<file path="src/rtl/hdlc_tx_pkg.sv">
// Shared types, constants and the CRC step for the HDLC transmit encapsulator.
// Assumes CRCs are processed LSB first (reflected form).
package hdlc_tx_pkg;

    typedef enum logic [1:0] {ST_IDLE, ST_DATA, ST_FCS, ST_CLOSE} frm_state_t;

    localparam logic [7:0] FLAG_OCT = 8'h7E;
    localparam logic [7:0] ESC_OCT  = 8'h7D;
    localparam logic [7:0] ESC_XOR  = 8'h20;

    // Preset value of the running CRC for the selected width.
    function automatic logic [31:0] fcs_init(input logic w32);
        return w32 ? 32'hFFFF_FFFF : 32'h0000_FFFF;
    endfunction

    // Advance the running CRC by one octet, LSB first.
    function automatic logic [31:0] fcs_step(input logic [31:0] c, input logic [7:0] d,
                                             input logic w32);
        logic [31:0] r;
        logic        fb;
        r = c;
        for (int i = 0; i < 8; i++) begin
            fb = r[0] ^ d[i];
            r  = {1'b0, r[31:1]};
            if (fb) r = r ^ (w32 ? 32'hEDB8_8320 : 32'h0000_8408);
        end
        return r;
    endfunction

endpackage

</file>
<file path="src/rtl/hdlc_tx_err_sched.sv">
// Decides whether the FCS of the frame now starting is corrupted.
// Assumes frame_go pulses once per frame whose FCS the block generates.
module hdlc_tx_err_sched #(
    parameter int RATE_W = 16
) (
    input  logic              clk,
    input  logic              rst_n,
    input  logic              err_once,
    input  logic [RATE_W-1:0] err_rate,
    input  logic              frame_go,
    output logic              corrupt
);
    logic              pend;
    logic [RATE_W-1:0] cnt;
    logic              rate_hit;

    // Current frame is corrupted by a pending one-shot or the rate counter.
    always_comb begin
        rate_hit = (err_rate != '0) && (cnt == err_rate - RATE_W'(1));
        corrupt  = pend || rate_hit;
    end

    // Track the one-shot request and count generated frames.
    always_ff @(posedge clk) begin
        if (!rst_n) begin
            pend <= 1'b0;
            cnt  <= '0;
        end else begin
            if (frame_go)      pend <= err_once;
            else if (err_once) pend <= 1'b1;
            if (frame_go)      cnt  <= rate_hit || (err_rate == '0) ? '0 : cnt + RATE_W'(1);
        end
    end


    once_clears_chk: assert property (@(posedge clk) disable iff (!rst_n)
        (frame_go && !err_once) |=> !pend);


    rate_wraps_chk: assert property (@(posedge clk) disable iff (!rst_n)
        (frame_go && rate_hit && $stable(err_rate)) |=> (cnt == '0));

endmodule

</file>
<file path="src/rtl/hdlc_tx_framer.sv">
// Builds the unstuffed octet sequence: fill, opening flag, payload, FCS, closing flag.
// Holds back a supplied FCS when it is to be replaced. Each octet is tagged raw
// (flag or fill, never stuffed) or not. Assumes a packet, once started, is
// presented without gaps; a gap sends fill and stalls the frame.
module hdlc_tx_framer
    import hdlc_tx_pkg::*;
#(
    parameter int HMAX = 4
) (
    input  logic       clk,
    input  logic       rst_n,
    input  logic       in_valid,
    input  logic [7:0] in_data,
    input  logic       in_sop,
    input  logic       in_eop,
    output logic       in_ready,
    input  logic       cfg_fcs32,
    input  logic       cfg_fcs_in,
    input  logic       cfg_fcs_ovr,
    input  logic [7:0] cfg_fill,
    input  logic       take,
    input  logic       corrupt,
    output logic       frame_go,
    output logic [7:0] oct,
    output logic       oct_raw
);
    localparam int HIW = $clog2(HMAX);
    localparam int HCW = $clog2(HMAX + 1);

    frm_state_t     state;
    logic [7:0]     hold [HMAX];
    logic [HCW-1:0] hcnt;
    logic           ended;
    logic [31:0]    crc;
    logic [1:0]     fidx;
    logic           bad;

    logic           gen, start_ok, stray, prime;
    logic [HCW-1:0] flen, hn;
    logic [31:0]    fcs_word;

    // Mode decode and the input-side acceptance conditions.
    always_comb begin
        gen      = !cfg_fcs_in || cfg_fcs_ovr;
        flen     = cfg_fcs32 ? HCW'(4) : HCW'(2);
        hn       = (cfg_fcs_in && cfg_fcs_ovr) ? flen : '0;
        start_ok = (state == ST_IDLE) &&
                   ((hn == '0) ? (in_valid && in_sop) : (hcnt == hn || ended));
        stray    = (state == ST_IDLE) && (hcnt == '0) && !ended && in_valid && !in_sop;
        prime    = (state == ST_IDLE) && (hn != '0) && !ended && (hcnt < hn) &&
                   in_valid && (hcnt != '0 || in_sop);
        in_ready = stray || prime || ((state == ST_DATA) && take);
        frame_go = take && start_ok && gen;
        fcs_word = ~crc;
    end

    // Select the octet offered to the stuffer in the current state.
    always_comb begin
        oct     = cfg_fill;
        oct_raw = 1'b1;
        case (state)
            ST_IDLE:  oct = start_ok ? FLAG_OCT : cfg_fill;
            ST_DATA:  if (in_valid) begin
                          oct     = (hn == '0) ? in_data : hold[0];
                          oct_raw = 1'b0;
                      end
            ST_FCS:   begin
                          oct     = fcs_word[{fidx, 3'b000} +: 8] ^ {7'd0, bad && fidx == 2'd0};
                          oct_raw = 1'b0;
                      end
            default:  oct = FLAG_OCT;
        endcase
    end

    // Frame sequencing, supplied-FCS holdback and CRC accumulation.
    always_ff @(posedge clk) begin
        if (!rst_n) begin
            state <= ST_IDLE;
            hcnt  <= '0;
            ended <= 1'b0;
            crc   <= '0;
            fidx  <= '0;
            bad   <= 1'b0;
            for (int i = 0; i < HMAX; i++) hold[i] <= '0;
        end else begin
            if (prime) begin
                hold[hcnt[HIW-1:0]] <= in_data;
                hcnt                <= hcnt + HCW'(1);
                if (in_eop) ended <= 1'b1;
            end
            if (take) begin
                case (state)
                    ST_IDLE: if (start_ok) begin
                        crc   <= fcs_init(cfg_fcs32);
                        bad   <= corrupt && gen;
                        fidx  <= '0;
                        state <= ended ? ST_FCS : ST_DATA;
                    end
                    ST_DATA: if (in_valid) begin
                        crc <= fcs_step(crc, oct, cfg_fcs32);
                        if (hn != '0) begin
                            for (int i = 0; i < HMAX - 1; i++) hold[i] <= hold[i+1];
                            hold[HIW'(hn - HCW'(1))] <= in_data;
                        end
                        if (in_eop) state <= gen ? ST_FCS : ST_CLOSE;
                    end
                    ST_FCS: begin
                        fidx <= fidx + 2'd1;
                        if (HCW'(fidx) == flen - HCW'(1)) state <= ST_CLOSE;
                    end
                    default: begin
                        state <= ST_IDLE;
                        hcnt  <= '0;
                        ended <= 1'b0;
                    end
                endcase
            end
        end
    end


    stray_drop_chk: assert property (@(posedge clk) disable iff (!rst_n)
        stray |=> (state == ST_IDLE && hcnt == '0 && !ended));


    fcs_follows_chk: assert property (@(posedge clk) disable iff (!rst_n)
        (state == ST_DATA && take && in_valid && in_eop && gen) |=> (state == ST_FCS));


    pass_no_fcs_chk: assert property (@(posedge clk) disable iff (!rst_n)
        (cfg_fcs_in && !cfg_fcs_ovr) |-> (state != ST_FCS));


    close_to_idle_chk: assert property (@(posedge clk) disable iff (!rst_n)
        (state == ST_CLOSE && take) |=> (state == ST_IDLE && hcnt == '0));

endmodule

</file>
<file path="src/rtl/hdlc_tx_stuffer.sv">
// Serialises tagged octets onto the line with bit or octet stuffing, one line
// unit per clock, and pulls the next octet from the framer through take.
// Assumes the mode does not change while out of reset.
module hdlc_tx_stuffer
    import hdlc_tx_pkg::*;
(
    input  logic       clk,
    input  logic       rst_n,
    input  logic       cfg_octet_mode,
    input  logic [7:0] cfg_fill,
    input  logic [7:0] nxt_oct,
    input  logic       nxt_raw,
    output logic       take,
    output logic       line_bit,
    output logic [7:0] line_octet
);
    logic [7:0] cur;
    logic       cur_raw;
    logic [2:0] idx;
    logic [2:0] ones;
    logic       esc_pend;
    logic       special, stuff_now, bit_val;
    logic [7:0] oct_val;

    // Choose this cycle's line unit and whether the current octet is finished.
    always_comb begin
        special   = !cur_raw && (cur == FLAG_OCT || cur == ESC_OCT);
        stuff_now = !cfg_octet_mode && (ones == 3'd5);
        bit_val   = 1'b0;
        oct_val   = 8'h00;
        take      = 1'b0;
        if (cfg_octet_mode) begin
            if (esc_pend) begin
                oct_val = cur ^ ESC_XOR;
                take    = 1'b1;
            end else if (special) begin
                oct_val = ESC_OCT;
            end else begin
                oct_val = cur;
                take    = 1'b1;
            end
        end else if (!stuff_now) begin
            bit_val = cur[idx];
            take    = (idx == 3'd7);
        end
    end

    // Register the line unit and advance bit position, ones run and escape state.
    always_ff @(posedge clk) begin
        if (!rst_n) begin
            cur        <= cfg_fill;
            cur_raw    <= 1'b1;
            idx        <= '0;
            ones       <= '0;
            esc_pend   <= 1'b0;
            line_bit   <= 1'b0;
            line_octet <= '0;
        end else begin
            line_bit   <= bit_val;
            line_octet <= oct_val;
            esc_pend   <= cfg_octet_mode && !esc_pend && special;
            if (!cfg_octet_mode) begin
                if (stuff_now) begin
                    ones <= '0;
                end else begin
                    idx  <= idx + 3'd1;
                    ones <= (cur_raw || !bit_val) ? 3'd0 : ones + 3'd1;
                end
            end
            if (take) begin
                cur     <= nxt_oct;
                cur_raw <= nxt_raw;
            end
        end
    end


    zero_insert_chk: assert property (@(posedge clk) disable iff (!rst_n)
        stuff_now |=> !line_bit);


    escape_lead_chk: assert property (@(posedge clk) disable iff (!rst_n)
        esc_pend |-> (line_octet == ESC_OCT));

endmodule

</file>
<file path="src/rtl/hdlc_tx_encap.sv">
// Top of the HDLC transmit encapsulator: framer feeds the stuffer, and the
// error scheduler marks frames whose generated FCS is to be corrupted.
// Assumes configuration inputs are static while out of reset.
module hdlc_tx_encap #(
    parameter int RATE_W = 16,
    parameter int HMAX   = 4
) (
    input  logic              clk,
    input  logic              rst_n,
    input  logic              in_valid,
    input  logic [7:0]        in_data,
    input  logic              in_sop,
    input  logic              in_eop,
    output logic              in_ready,
    input  logic              cfg_octet_mode,
    input  logic              cfg_fcs32,
    input  logic              cfg_fcs_in,
    input  logic              cfg_fcs_ovr,
    input  logic [7:0]        cfg_fill,
    input  logic              err_once,
    input  logic [RATE_W-1:0] err_rate,
    output logic              line_bit,
    output logic [7:0]        line_octet
);
    logic       take, corrupt, frame_go, oct_raw;
    logic [7:0] oct;

    hdlc_tx_err_sched #(.RATE_W(RATE_W)) u_sched (
        .clk(clk), .rst_n(rst_n), .err_once(err_once), .err_rate(err_rate),
        .frame_go(frame_go), .corrupt(corrupt)
    );

    hdlc_tx_framer #(.HMAX(HMAX)) u_framer (
        .clk(clk), .rst_n(rst_n), .in_valid(in_valid), .in_data(in_data),
        .in_sop(in_sop), .in_eop(in_eop), .in_ready(in_ready),
        .cfg_fcs32(cfg_fcs32), .cfg_fcs_in(cfg_fcs_in), .cfg_fcs_ovr(cfg_fcs_ovr),
        .cfg_fill(cfg_fill), .take(take), .corrupt(corrupt), .frame_go(frame_go),
        .oct(oct), .oct_raw(oct_raw)
    );

    hdlc_tx_stuffer u_stuffer (
        .clk(clk), .rst_n(rst_n), .cfg_octet_mode(cfg_octet_mode), .cfg_fill(cfg_fill),
        .nxt_oct(oct), .nxt_raw(oct_raw), .take(take),
        .line_bit(line_bit), .line_octet(line_octet)
    );


    reset_quiet_chk: assert property (@(posedge clk)
        !rst_n |=> (!line_bit && line_octet == 8'h00));

endmodule

</file>
<file path="config.mk">
export PLATFORM = sky130hd
export DESIGN_NAME = hdlc_tx_encap
export DESIGN_NICKNAME = d
export VERILOG_FILES = /design/src/rtl/hdlc_tx_pkg.sv /design/src/rtl/hdlc_tx_err_sched.sv /design/src/rtl/hdlc_tx_framer.sv /design/src/rtl/hdlc_tx_stuffer.sv /design/src/rtl/hdlc_tx_encap.sv
export SDC_FILE = /design/constraint.sdc
export NUM_CORES = 1
export LEC_CHECK = 0
export BUFFER_PORTS_ARGS = -buffer_cell sky130_fd_sc_hd__clkbuf_2
export CORE_ASPECT_RATIO = 0.75
export CORE_MARGIN = 3
export CORE_UTILIZATION = 40
export CTS_CLUSTER_DIAMETER = 80
export DETAILED_ROUTE_END_ITERATION = 10
export MAX_ROUTING_LAYER = met4
export PLACE_DENSITY_LB_ADDON = 0.05
export SLEW_MARGIN = 20
export SYNTH_ARGS = -nofsm -noshare
export SYNTH_HDL_FRONTEND = slang
export SYNTH_HIERARCHICAL = 1
export SYNTH_SLANG_ARGS = --single-unit
</file>
<file path="constraint.sdc">
create_clock -name clk -period 3.7 [get_ports clk]
set_clock_uncertainty 0.2 [all_clocks]
set_input_delay 0.185 -clock clk [delete_from_list [all_inputs] [get_ports clk]]
set_output_delay 0.185 -clock clk [all_outputs]
set_load 0.03 [all_outputs]
</file>
==> flow_summary.yaml, run 1 <==
floorplanning:
  die_h_um: 124
  io_pins: 52
  start_util: 0.416
  core_um2: 18000
  die_area_um2: 20400
  die-width_um: 164
  rows: 42
final_layout:
  final_cell_mix: "75 x dfxtp_1, 72 x nand2_1, 63 x xnor2_1"
  area_delta_synth_final_pct: 19.5
  nNetsFinal: 914
  fill_cells: 1728
  final_common_cell: "dfxtp_1"
  drive_gt1_frac: 0.223
  antennaDiodeCount: 0
routing:
  wl_per_cell_um: 18.7
  drt-total-wl_mm: 20.7
  vias: 6050
  drc: 0
  drt-vias-per-instance: 5.44
  ant_nets: 0
  drtPass1Iterations: 5
  drtIter0Drc: 516
setup_path:
  path_max_fanout: 8
  cp.required_ns: 3.86
  regToRegStartpoint: "u_framer/hcnt[1]$_SDFF_PN0_"
  crit_type: "reg -> reg"
  crit_arrival_ns: 3.69
  r2r_cells: 13
  reg2reg_slack_ns: 0.17
  end_kind: "register"
  timing.rr.end: "u_framer/crc[18]$_SDFFE_PN0P_"
  startpoint_type: "register"
  crit_start: "u_framer/hcnt[1]$_SDFF_PN0_"
  cp-endpoint: "u_framer/crc[18]$_SDFFE_PN0P_"
clocking:
  tritoncts: "yes"
  ctsRootBufferMaster: "clkbuf_16"
  cts-resized-gates: 0
  clkTransAtPathRegs_ns: 0.06
  htree_levels: 4
  numCtsBuffers: 17
  hold_buffers: 19
  clk_latency_ns: 0.42
  clk_path_buf_depth: 2
  cts_setup_buffers: 0
  cts.sink_count: 115
hold_path:
  hp-class: "in -> reg"
pwr:
  power.density_nw_per_um2: 552
  p_leak_nw: 3.49
  ir_worst_vdd_mv: 0.311
placed_design:
  dp_hpwl_mm: 15.7
  pre_cts_ws_ns: 0.0707
  gp_congestion: 0.905
  io_buffers: 51
global_route:
  antenna_found_initial: 0
  grt_use_total: 0.214
  grt_pass1_wl_mm: 33.1
  grt_max_degree: 38
  grt_pass1_vias: 5777
  overflow: 0
synth:
  synth_cell_type_count: 91
  synth_edf_count: 40
  yosysTopAreaCell: "dfxtp_1"
  netlist_top_cells_area: "dfxtp_1 20%, edfxtp_1 16%, xnor2_1 7.4%"
  ys_seq_area_frac: 0.362
  syn_inst: 767
  synthFlopType: "dfxtp_1"
  syn_area_um2: 7470
  syn_nets: 824
  yosysWarnings: 6
  synthArstFlopShare: 0
  postSynthAreaPerCell_um2: 9.75
  synth-seq-cells: 115
  synth_top_area_share: 0.201
timing:
  drv_slew: 0
  final.setup.tns_ns: 0
  finalSetupViolCount: 0
  timing.final.crit_period_ns: 3.53
  tightestPinTransition_ns: 0.989
  final-hold-violation-count: 0
  rsz0062_at_grt: "false"
  max_freq_mhz: 283
  period_share: 0.954
  final.setup.worst_slack_ns: 0.170
  slew_headroom: 0.334
flow_run:
  maxCapViolations: 0
status:
  status: "completed"
-- where the power goes --
part	total [W]	internal, W	switching, W
clock	0.00169	0.000999	0.000696
combinational	0.00174	0.000800	0.000942
sequential	0.00150	0.00140	0.0000966
total	0.00494	0.00320	0.00173
-- area by class of cell --
cell class,count,area [um^2],share of cell area
multi-input combinational,594,4510,0.505
tap,242,303,0.0339
inverter,23,86.3,0.00966
sequential,115,2700,0.302
clock inverter,14,156,0.0175
timing repair buffer,106,728,0.0815
clock buffer,18,450,0.0504
-- flip-flops by register name, indices dropped and copies added (netlist names) --
| register | cells |
|---|---|
| u_framer/hcnt | 3 |
| u_framer/state | 2 |
| u_stuffer/cur | 8 |
| u_sched/cnt | 16 |
| u_framer/ended | 1 |
| u_framer/crc | 32 |
| u_stuffer/ones | 3 |
| u_stuffer/esc_pend | 1 |
| u_framer/fidx | 2 |
| u_stuffer/cur_raw | 1 |
| u_framer/bad | 1 |
| u_stuffer/line_octet | 8 |
| u_sched/pend | 1 |
| u_stuffer/idx | 3 |
| u_stuffer/line_bit | 1 |
| u_framer/hold | 32 |
-- metrics by stage --
| step | power (W) | cell area [um^2] | utilization | cells | hold slack, ns |
|---|---|---|---|---|---|
| finish | 0.00494 | 8930 | 0.497 | 1112 | 0.0806 |
| global route | 0.00519 | 8930 | 0.497 | 1112 | 0.0972 |
| CTS | 0.00495 | 8930 | 0.497 | 1112 | 0.0658 |
| detailed placement | 0.00322 | 8140 | 0.453 | 1061 | 0.235 |
| global placement | 0.00322 | 8140 | 0.453 | 1061 | 0.215 |
| floorplan | 0.00277 | 7480 | - | 767 | 0.113 |
-- worst min-delay path by stage --
stage	cells past startpoint	slack (ns)	end	start
4_1_cts	4	0.07	u_sched/cnt[0]$_SDFFE_PN0P_	err_rate[15]
6_report	4	0.08	u_sched/cnt[0]$_SDFFE_PN0P_	err_rate[15]
3_5_place_dp	3	0.23	u_sched/pend$_SDFFE_PN0P_	err_once
3_3_place_gp	3	0.21	u_sched/pend$_SDFFE_PN0P_	err_once
2_1_floorplan	1	0.11	u_sched/pend$_SDFFE_PN0P_	rst_n
5_1_grt	4	0.1	u_sched/cnt[0]$_SDFFE_PN0P_	err_rate[15]
-- layer usage --
layer / part of all wire / global-route usage / vias to the layer above / wire, um
met5: 0 / - / - / 0
met4: 0.012 / 0.0507 / 0 / 244
met3: 0.053 / 0.0389 / 20 / 1110
met2: 0.40 / 0.281 / 180 / 8400
met1: 0.53 / 0.334 / 2900 / 11000
li1: - / - / 2950 / -
-- cells in the mapped netlist (all sizes together), types with 3 or more instances --
master / instances
dfxtp: 75
ha: 15
edfxtp: 40
o211ai: 6
mux2i: 22
nor4: 6
inv: 22
nor2b: 10
o221ai: 6
a21oi: 39
and2: 16
a21boi: 13
nor3b: 3
xnor3: 3
o21bai: 3
o2111ai: 3
clkbuf: 21
o21ai: 41
or3: 6
nand4: 13
xor2: 42
a22o: 25
or2: 4
nor2: 48
buf: 14
and3: 12
mux4: 4
nand2b: 7
a31oi: 5
xnor2: 73
or3b: 3
nor3: 16
mux2: 12
nand3: 25
a21o: 5
nand2: 72
or4: 3
-- worst max-delay path, cell delays in order, from the launching register on --
cell	delay, ns
dfxtp_1	0.33
inv_1	0.10
ha_1	0.28
and3b_2	0.24
nor3_2	0.24
o21bai_4	0.13
or3_4	0.43
xor2_4	0.18
buf_12	0.16
xnor2_2	0.25
xor3_1	0.50
a21oi_1	0.18
o221ai_1	0.14
nand2_1	0.09
-- cell families (layout without fill, tap and decap cells) --
family                   after synthesis  count (layout)  synth area share
multiplexers                          38              38            0.0606
AND/OR/NAND/NOR                      254             254             0.186
buffers and inverters                 58             161            0.0360
AO/OA/AOI/OAI                        168             168             0.165
adder cells (fa/ha/maj)               15              15            0.0251
flip-flops                           115             115             0.362
XOR/XNOR                             119             119             0.166
Power figures use the tool's default switching activity.
==> run 2: changes to the inputs <==
- SYNTH_HIERARCHICAL: 1 -> not set
==> flow_summary.yaml, run 2 <==
global_route:
  grt_pass1_vias: 6262
  grt_use_total: 0.225
  antenna_found_initial: 0
  grtUsageMet3: 0.0505
  grt_max_degree: 46
  met1_usage: 0.322
  use_met2: 0.320
  grt_pass1_wl_mm: 34.8
  top_usage_layer: "met1"
  overflow: 0
synth:
  syn_inst: 786
  yosysTopAreaCell: "dfxtp_1"
  synth_edf_count: 40
  synth_cell_type_count: 87
  syn_area_um2: 7460
  synth.most_common_cell: "dfxtp_1"
  synthArstFlopShare: 0
  postSynthAreaPerCell_um2: 9.50
  synth-seq-cells: 115
  syn_nets: 843
  yosysWarnings: 0
  synth_commonest_cells: "75 x dfxtp_1, 62 x nor2_1, 59 x nand2_1, 54 x o21ai_0, 52 x nand3_1"
  netlist_top_cells_area: "dfxtp_1 20%, edfxtp_1 16%, xnor2_1 5.9%"
  synthFlopType: "dfxtp_1"
  ys_seq_area_frac: 0.362
  synth_top_area_share: 0.201
floorplanning:
  die-width_um: 164
  rows: 42
  die_h_um: 124
  die_area_um2: 20400
  start_util: 0.415
  core_um2: 18000
  io_pins: 52
setup_path:
  cp.required_ns: 3.87
  cp-endpoint: "u_framer.crc[18]$_SDFFE_PN0P_"
  cpPeakStageDelay_ns: 0.57
  reg2reg_slack_ns: 0.14
  crit_type: "reg -> reg"
  worstPathCellList: "buf_4 > mux4_2 > nand2b_1 > and3_4 > a21oi_1 > nor2_2 > xnor3_2 > xnor3_1 > mux2_1 > nand2_1"
  crit_arrival_ns: 3.72
  r2r_cells: 10
  startpoint_type: "register"
  path_buf_inv: 1
  crit_family: "multiplexers"
  crit_start: "u_framer.fidx[0]$_SDFFE_PN0P_"
  path_max_fanout: 9
  path_depth: 10
  worst_path_max_delay_cell: "mux4_2"
  regToRegStartpoint: "u_framer.fidx[0]$_SDFFE_PN0P_"
  end_kind: "register"
  timing.rr.end: "u_framer.crc[18]$_SDFFE_PN0P_"
hold_path:
  hp-class: "in -> reg"
  hold_path_depth: 5
clocking:
  htree_levels: 4
  clkTransAtPathRegs_ns: 0.06
  numCtsBuffers: 17
  ctsRootBufferMaster: "clkbuf_16"
  cts.sink_count: 115
  clk_path_buf_depth: 2
  clk_latency_ns: 0.43
  tritoncts: "yes"
placed_design:
  gp_congestion: 0.968
  io_buffers: 51
  dp_hpwl_mm: 16.2
  postPlaceCellArea_um2: 8060
  dp_cells: 1075
timing:
  final.setup.tns_ns: 0
  slew_headroom: 0.537
  rsz0062_at_grt: "false"
  drv_slew: 0
  max_freq_mhz: 281
  period_share: 0.962
  final-hold-violation-count: 0
  tightestPinTransition_ns: 0.691
  finalSetupViolCount: 0
  timing.final.crit_period_ns: 3.56
routing:
  drc: 0
  drt-vias-per-instance: 5.74
  wl_per_cell_um: 19.4
  vias: 6480
  drtPass1Iterations: 5
  ant_nets: 0
  drtIter0Drc: 448
  drt-total-wl_mm: 21.9
final_layout:
  top_regs: "u_framer.crc (32), u_framer.hold (32), u_sched.cnt (16)"
  final_common_cell: "dfxtp_1"
  nNetsFinal: 931
  antennaDiodeCount: 0
  final_cell_mix: "74 x dfxtp_1, 62 x nor2_1, 59 x nand2_1"
  drive_gt1_frac: 0.195
  stdcell_area_um2: 8850
  area_delta_synth_final_pct: 18.6
  post_layout_nonfiller_instances: 1129
flow_run:
  maxCapViolations: 0
pwr:
  power.density_nw_per_um2: 546
  p_leak_nw: 3.50
  ir_worst_vdd_mv: 0.240
status:
  status: "completed"
[run 2: worst register-to-register path: stages, from the launching register on]
cell and delay [ns]:
dfxtp_1 0.42, buf_4 0.26, mux4_2 0.57, nand2b_1 0.19, and3_4 0.17, a21oi_1 0.28
nor2_2 0.18, xnor3_2 0.45, xnor3_1 0.42, mux2_1 0.33, nand2_1 0.05
[run 2: how the worst min path moves through the flow]
| stage | startpoint | endpoint |
|---|---|---|
| floorplan | err_once | u_sched.pend$_SDFFE_PN0P_ |
| finish | err_rate[15] | u_framer.bad$_SDFFE_PN0P_ |
| detailed placement | err_once | u_sched.pend$_SDFFE_PN0P_ |
| global route | err_rate[15] | u_framer.bad$_SDFFE_PN0P_ |
| global placement | err_once | u_sched.pend$_SDFFE_PN0P_ |
| CTS | err_rate[15] | u_framer.bad$_SDFFE_PN0P_ |
[run 2: final cells by class]
class	count	area, um^2
timing repair buffer	105	711
clock inverter	15	134
sequential	115	2700
tap	242	303
inverter	25	93.8
multi-input combinational	610	4480
clock buffer	17	425
fill	1724	9120
[run 2: what timing repair did]
action,4_1_cts,5_1_grt
resized for setup,0,6
endpoints found under the hold margin,42,0
setup endpoints to repair,0,9
hold buffers,20,0
buffers inserted,0,2
[run 2: report_power, final]
| part | total (W) | internal, W | switching, W | leakage (nW) |
|---|---|---|---|---|
| Combinational | 0.00175 | 0.000831 | 0.000920 | 2.20 |
| Sequential | 0.00150 | 0.00141 | 0.0000932 | 1.02 |
| Clock | 0.00158 | 0.000886 | 0.000696 | 0.270 |
| Total | 0.00483 | 0.00312 | 0.00171 | 3.50 |
[run 2: cells by family (layout without fill, tap and decap cells)]
logic type               after synthesis  count (layout)  synth area share
AND/OR/NAND/NOR                      282             282             0.194
AO/OA/AOI/OAI                        190             190             0.173
flip-flops                           115             115             0.362
buffers and inverters                 61             162            0.0401
XOR/XNOR                              96              96             0.150
multiplexers                          27              27            0.0553
adder cells (fa/ha/maj)               15              15            0.0251
[run 2: routing by layer]
layer	wire length (um)	share of wire
met5	0	0
met4	342	0.016
met3	1360	0.062
met2	9480	0.43
met1	10800	0.49
[run 2: through the flow]
step	hold WS, ns	setup WS (ns)	power, W	utilization
global placement	0.212	0.140	0.00321	0.449
floorplan	0.109	0.0448	0.00278	-
detailed placement	0.214	0.0697	0.00321	0.449
finish	0.146	0.142	0.00483	0.493
CTS	0.121	0.0658	0.00483	0.491
global route	0.207	0.0143	0.00506	0.493
==> run 3: changes to the inputs <==
- CELL_PAD_IN_SITES_DETAIL_PLACEMENT: not set -> 1
- CELL_PAD_IN_SITES_GLOBAL_PLACEMENT: not set -> 1
==> flow_summary.yaml, run 3 (synthesis results as in run 2) <==
status:
  status: "completed"
routing:
  drt-vias-per-instance: 5.82
  drtIter0Drc: 438
  drc: 0
  wl_per_cell_um: 21.8
  vias: 6589
  ant_nets: 0
  drtPass1Iterations: 5
  drt-total-wl_mm: 24.8
floorplanning:
  rows: 42
  start_util: 0.415
  io_pins: 52
  die-width_um: 164
  core_um2: 18000
  die_h_um: 124
  die_area_um2: 20400
timing:
  tightestPinTransition_ns: 0.904
  slew_headroom: 0.397
  drv_slew: 0
  finalSetupViolCount: 0
  timing.final.crit_period_ns: 3.55
  final-hold-violation-count: 0
  period_share: 0.960
  max_freq_mhz: 282
  final.setup.worst_slack_ns: 0.149
setup_path:
  cpPeakStageDelay_ns: 0.73
  path_depth: 10
  crit_path_frequent_cell: "nand2_1"
  worst_path_max_delay_cell: "dfxtp_1"
  worstPathCellList: "mux4_2 > xor2_1 > nand2_1 > a31oi_4 > buf_4 > xnor2_4 > xnor3_2 > xnor3_1 > mux2_1 > nand2_1"
  crit_arrival_ns: 3.72
  regToRegStartpoint: "u_framer.fidx[1]$_SDFFE_PN0P_"
  reg2reg_slack_ns: 0.15
  crit_type: "reg -> reg"
  crit_start: "u_framer.fidx[1]$_SDFFE_PN0P_"
  r2r_cells: 10
  end_kind: "register"
  cp-endpoint: "u_framer.crc[18]$_SDFFE_PN0P_"
  path_buf_inv: 1
  crit_family: "XOR/XNOR gates"
  cp.required_ns: 3.86
  startpoint_type: "register"
  timing.rr.end: "u_framer.crc[18]$_SDFFE_PN0P_"
  path_max_fanout: 10
clocking:
  clk_path_buf_depth: 2
  htree_levels: 4
  numCtsBuffers: 17
  cts.sink_count: 115
  clk_latency_ns: 0.42
  ctsRootBufferMaster: "clkbuf_16"
  tritoncts: "yes"
  clkTransAtPathRegs_ns: 0.06
placed_design:
  pre_cts_ws_ns: -0.0433
  io_buffers: 51
  gp_congestion: 0.912
  dp_hpwl_mm: 18.4
final_layout:
  top_regs: "u_framer.crc (32), u_framer.hold (32), u_sched.cnt (16)"
  final_common_cell: "dfxtp_1"
  final_cell_mix: "74 x dfxtp_1, 62 x nor2_1, 59 x nand2_1"
  drive_gt1_frac: 0.204
  nNetsFinal: 935
  area_delta_synth_final_pct: 20.3
  fin_util: 0.500
  antennaDiodeCount: 0
pwr:
  pwr-share-comb: 0.359
  p_switching_w: 0.00173
  seq_power_share: 0.297
  power.density_nw_per_um2: 566
  p_int_w: 0.00335
  ir_worst_vdd_mv: 0.215
  swShare: 0.340
  p_leak_nw: 3.56
  pwr-share-clk: 0.345
global_route:
  grt_use_total: 0.253
  overflow: 0
  grt_pass1_wl_mm: 38.8
  grt_max_degree: 72
  antenna_found_initial: 0
  grt_pass1_vias: 6754
hold_path:
  hp-class: "in -> reg"
flow_run:
  maxCapViolations: 0
run 3: cell count changes in the layout (fill, tap and decap cells not counted), sizes merged:
| cell | before | now |
|---|---|---|
| clkinv | 2 | 4 |
| bufinv | 0 | 3 |
| clkinvlp | 3 | 2 |
| buf | 34 | 42 |
| inv | 35 | 31 |
| dlygate4sd3 | 20 | 16 |
run 3: repair_timing:
item | 4_1_cts | 5_1_grt
buffers inserted | 0 | 6
pin swaps | 0 | 5
resized for setup | 1 | 11
endpoints found under the setup margin | 2 | 27
hold endpoints to repair | 43 | 0
hold buffers | 16 | 0
run 3: through the flow:
step           hold WS, ns  instance area [um^2]  TNS [ns]  cells  total power, W
5_1_grt             0.0237                  8980   -0.0605   1133         0.00532
3_5_place_dp         0.226                  8090   -0.0948   1079         0.00325
3_3_place_gp         0.214                  8090         0   1079         0.00322
4_1_cts            0.00667                  8880         0   1127         0.00504
2_1_floorplan        0.109                  7470         0    786         0.00278
6_report            0.0449                  8980         0   1133         0.00508
run 3: cell type report:
cell class | instances | area (um^2)
flip-flops and latches | 115 | 2700
fillers | 2050 | 8990
clock buffers | 17 | 425
inverters | 25 | 93.8
clock inverters | 15 | 193
repair buffers | 109 | 731
well taps | 242 | 303
multi-input cells | 610 | 4530
run 3: metal layers:
metal,vias to the layer above,share of wire,GRT usage
met3,24,0.046,0.0505
met5,-,0,-
met1,3330,0.50,0.361
met2,159,0.45,0.375
met4,0,0.011,0.0502
li1,3076,-,-
run 3: worst min-delay path: stages:
cell and delay, ns:
clkbuf_2 0.09, clkinv_1 0.28, a221oi_2 0.05
run 3: power by group through the flow:
stage / registers, W / logic [W] / clock network (W)
2_1_floorplan: 0.00150 / 0.00128 / 0
6_report: 0.00151 / 0.00182 / 0.00175
5_1_grt: 0.00152 / 0.00196 / 0.00184
3_5_place_dp: 0.00153 / 0.00172 / 0
4_1_cts: 0.00150 / 0.00175 / 0.00179
3_3_place_gp: 0.00152 / 0.00169 / 0
run 3: worst min-delay path by stage:
stage	startpoint	to	slack, ns	cells after the start
3_3_place_gp	err_once	u_sched.pend$_SDFFE_PN0P_	0.21	2
2_1_floorplan	err_once	u_sched.pend$_SDFFE_PN0P_	0.11	1
3_5_place_dp	err_once	u_sched.pend$_SDFFE_PN0P_	0.23	2
6_report	rst_n	u_framer.crc[3]$_SDFFE_PN0P_	0.04	3
5_1_grt	cfg_fill[7]	u_stuffer.cur[7]$_DFFE_PP_	0.02	2
4_1_cts	cfg_fill[7]	u_stuffer.cur[7]$_DFFE_PP_	0.007	2
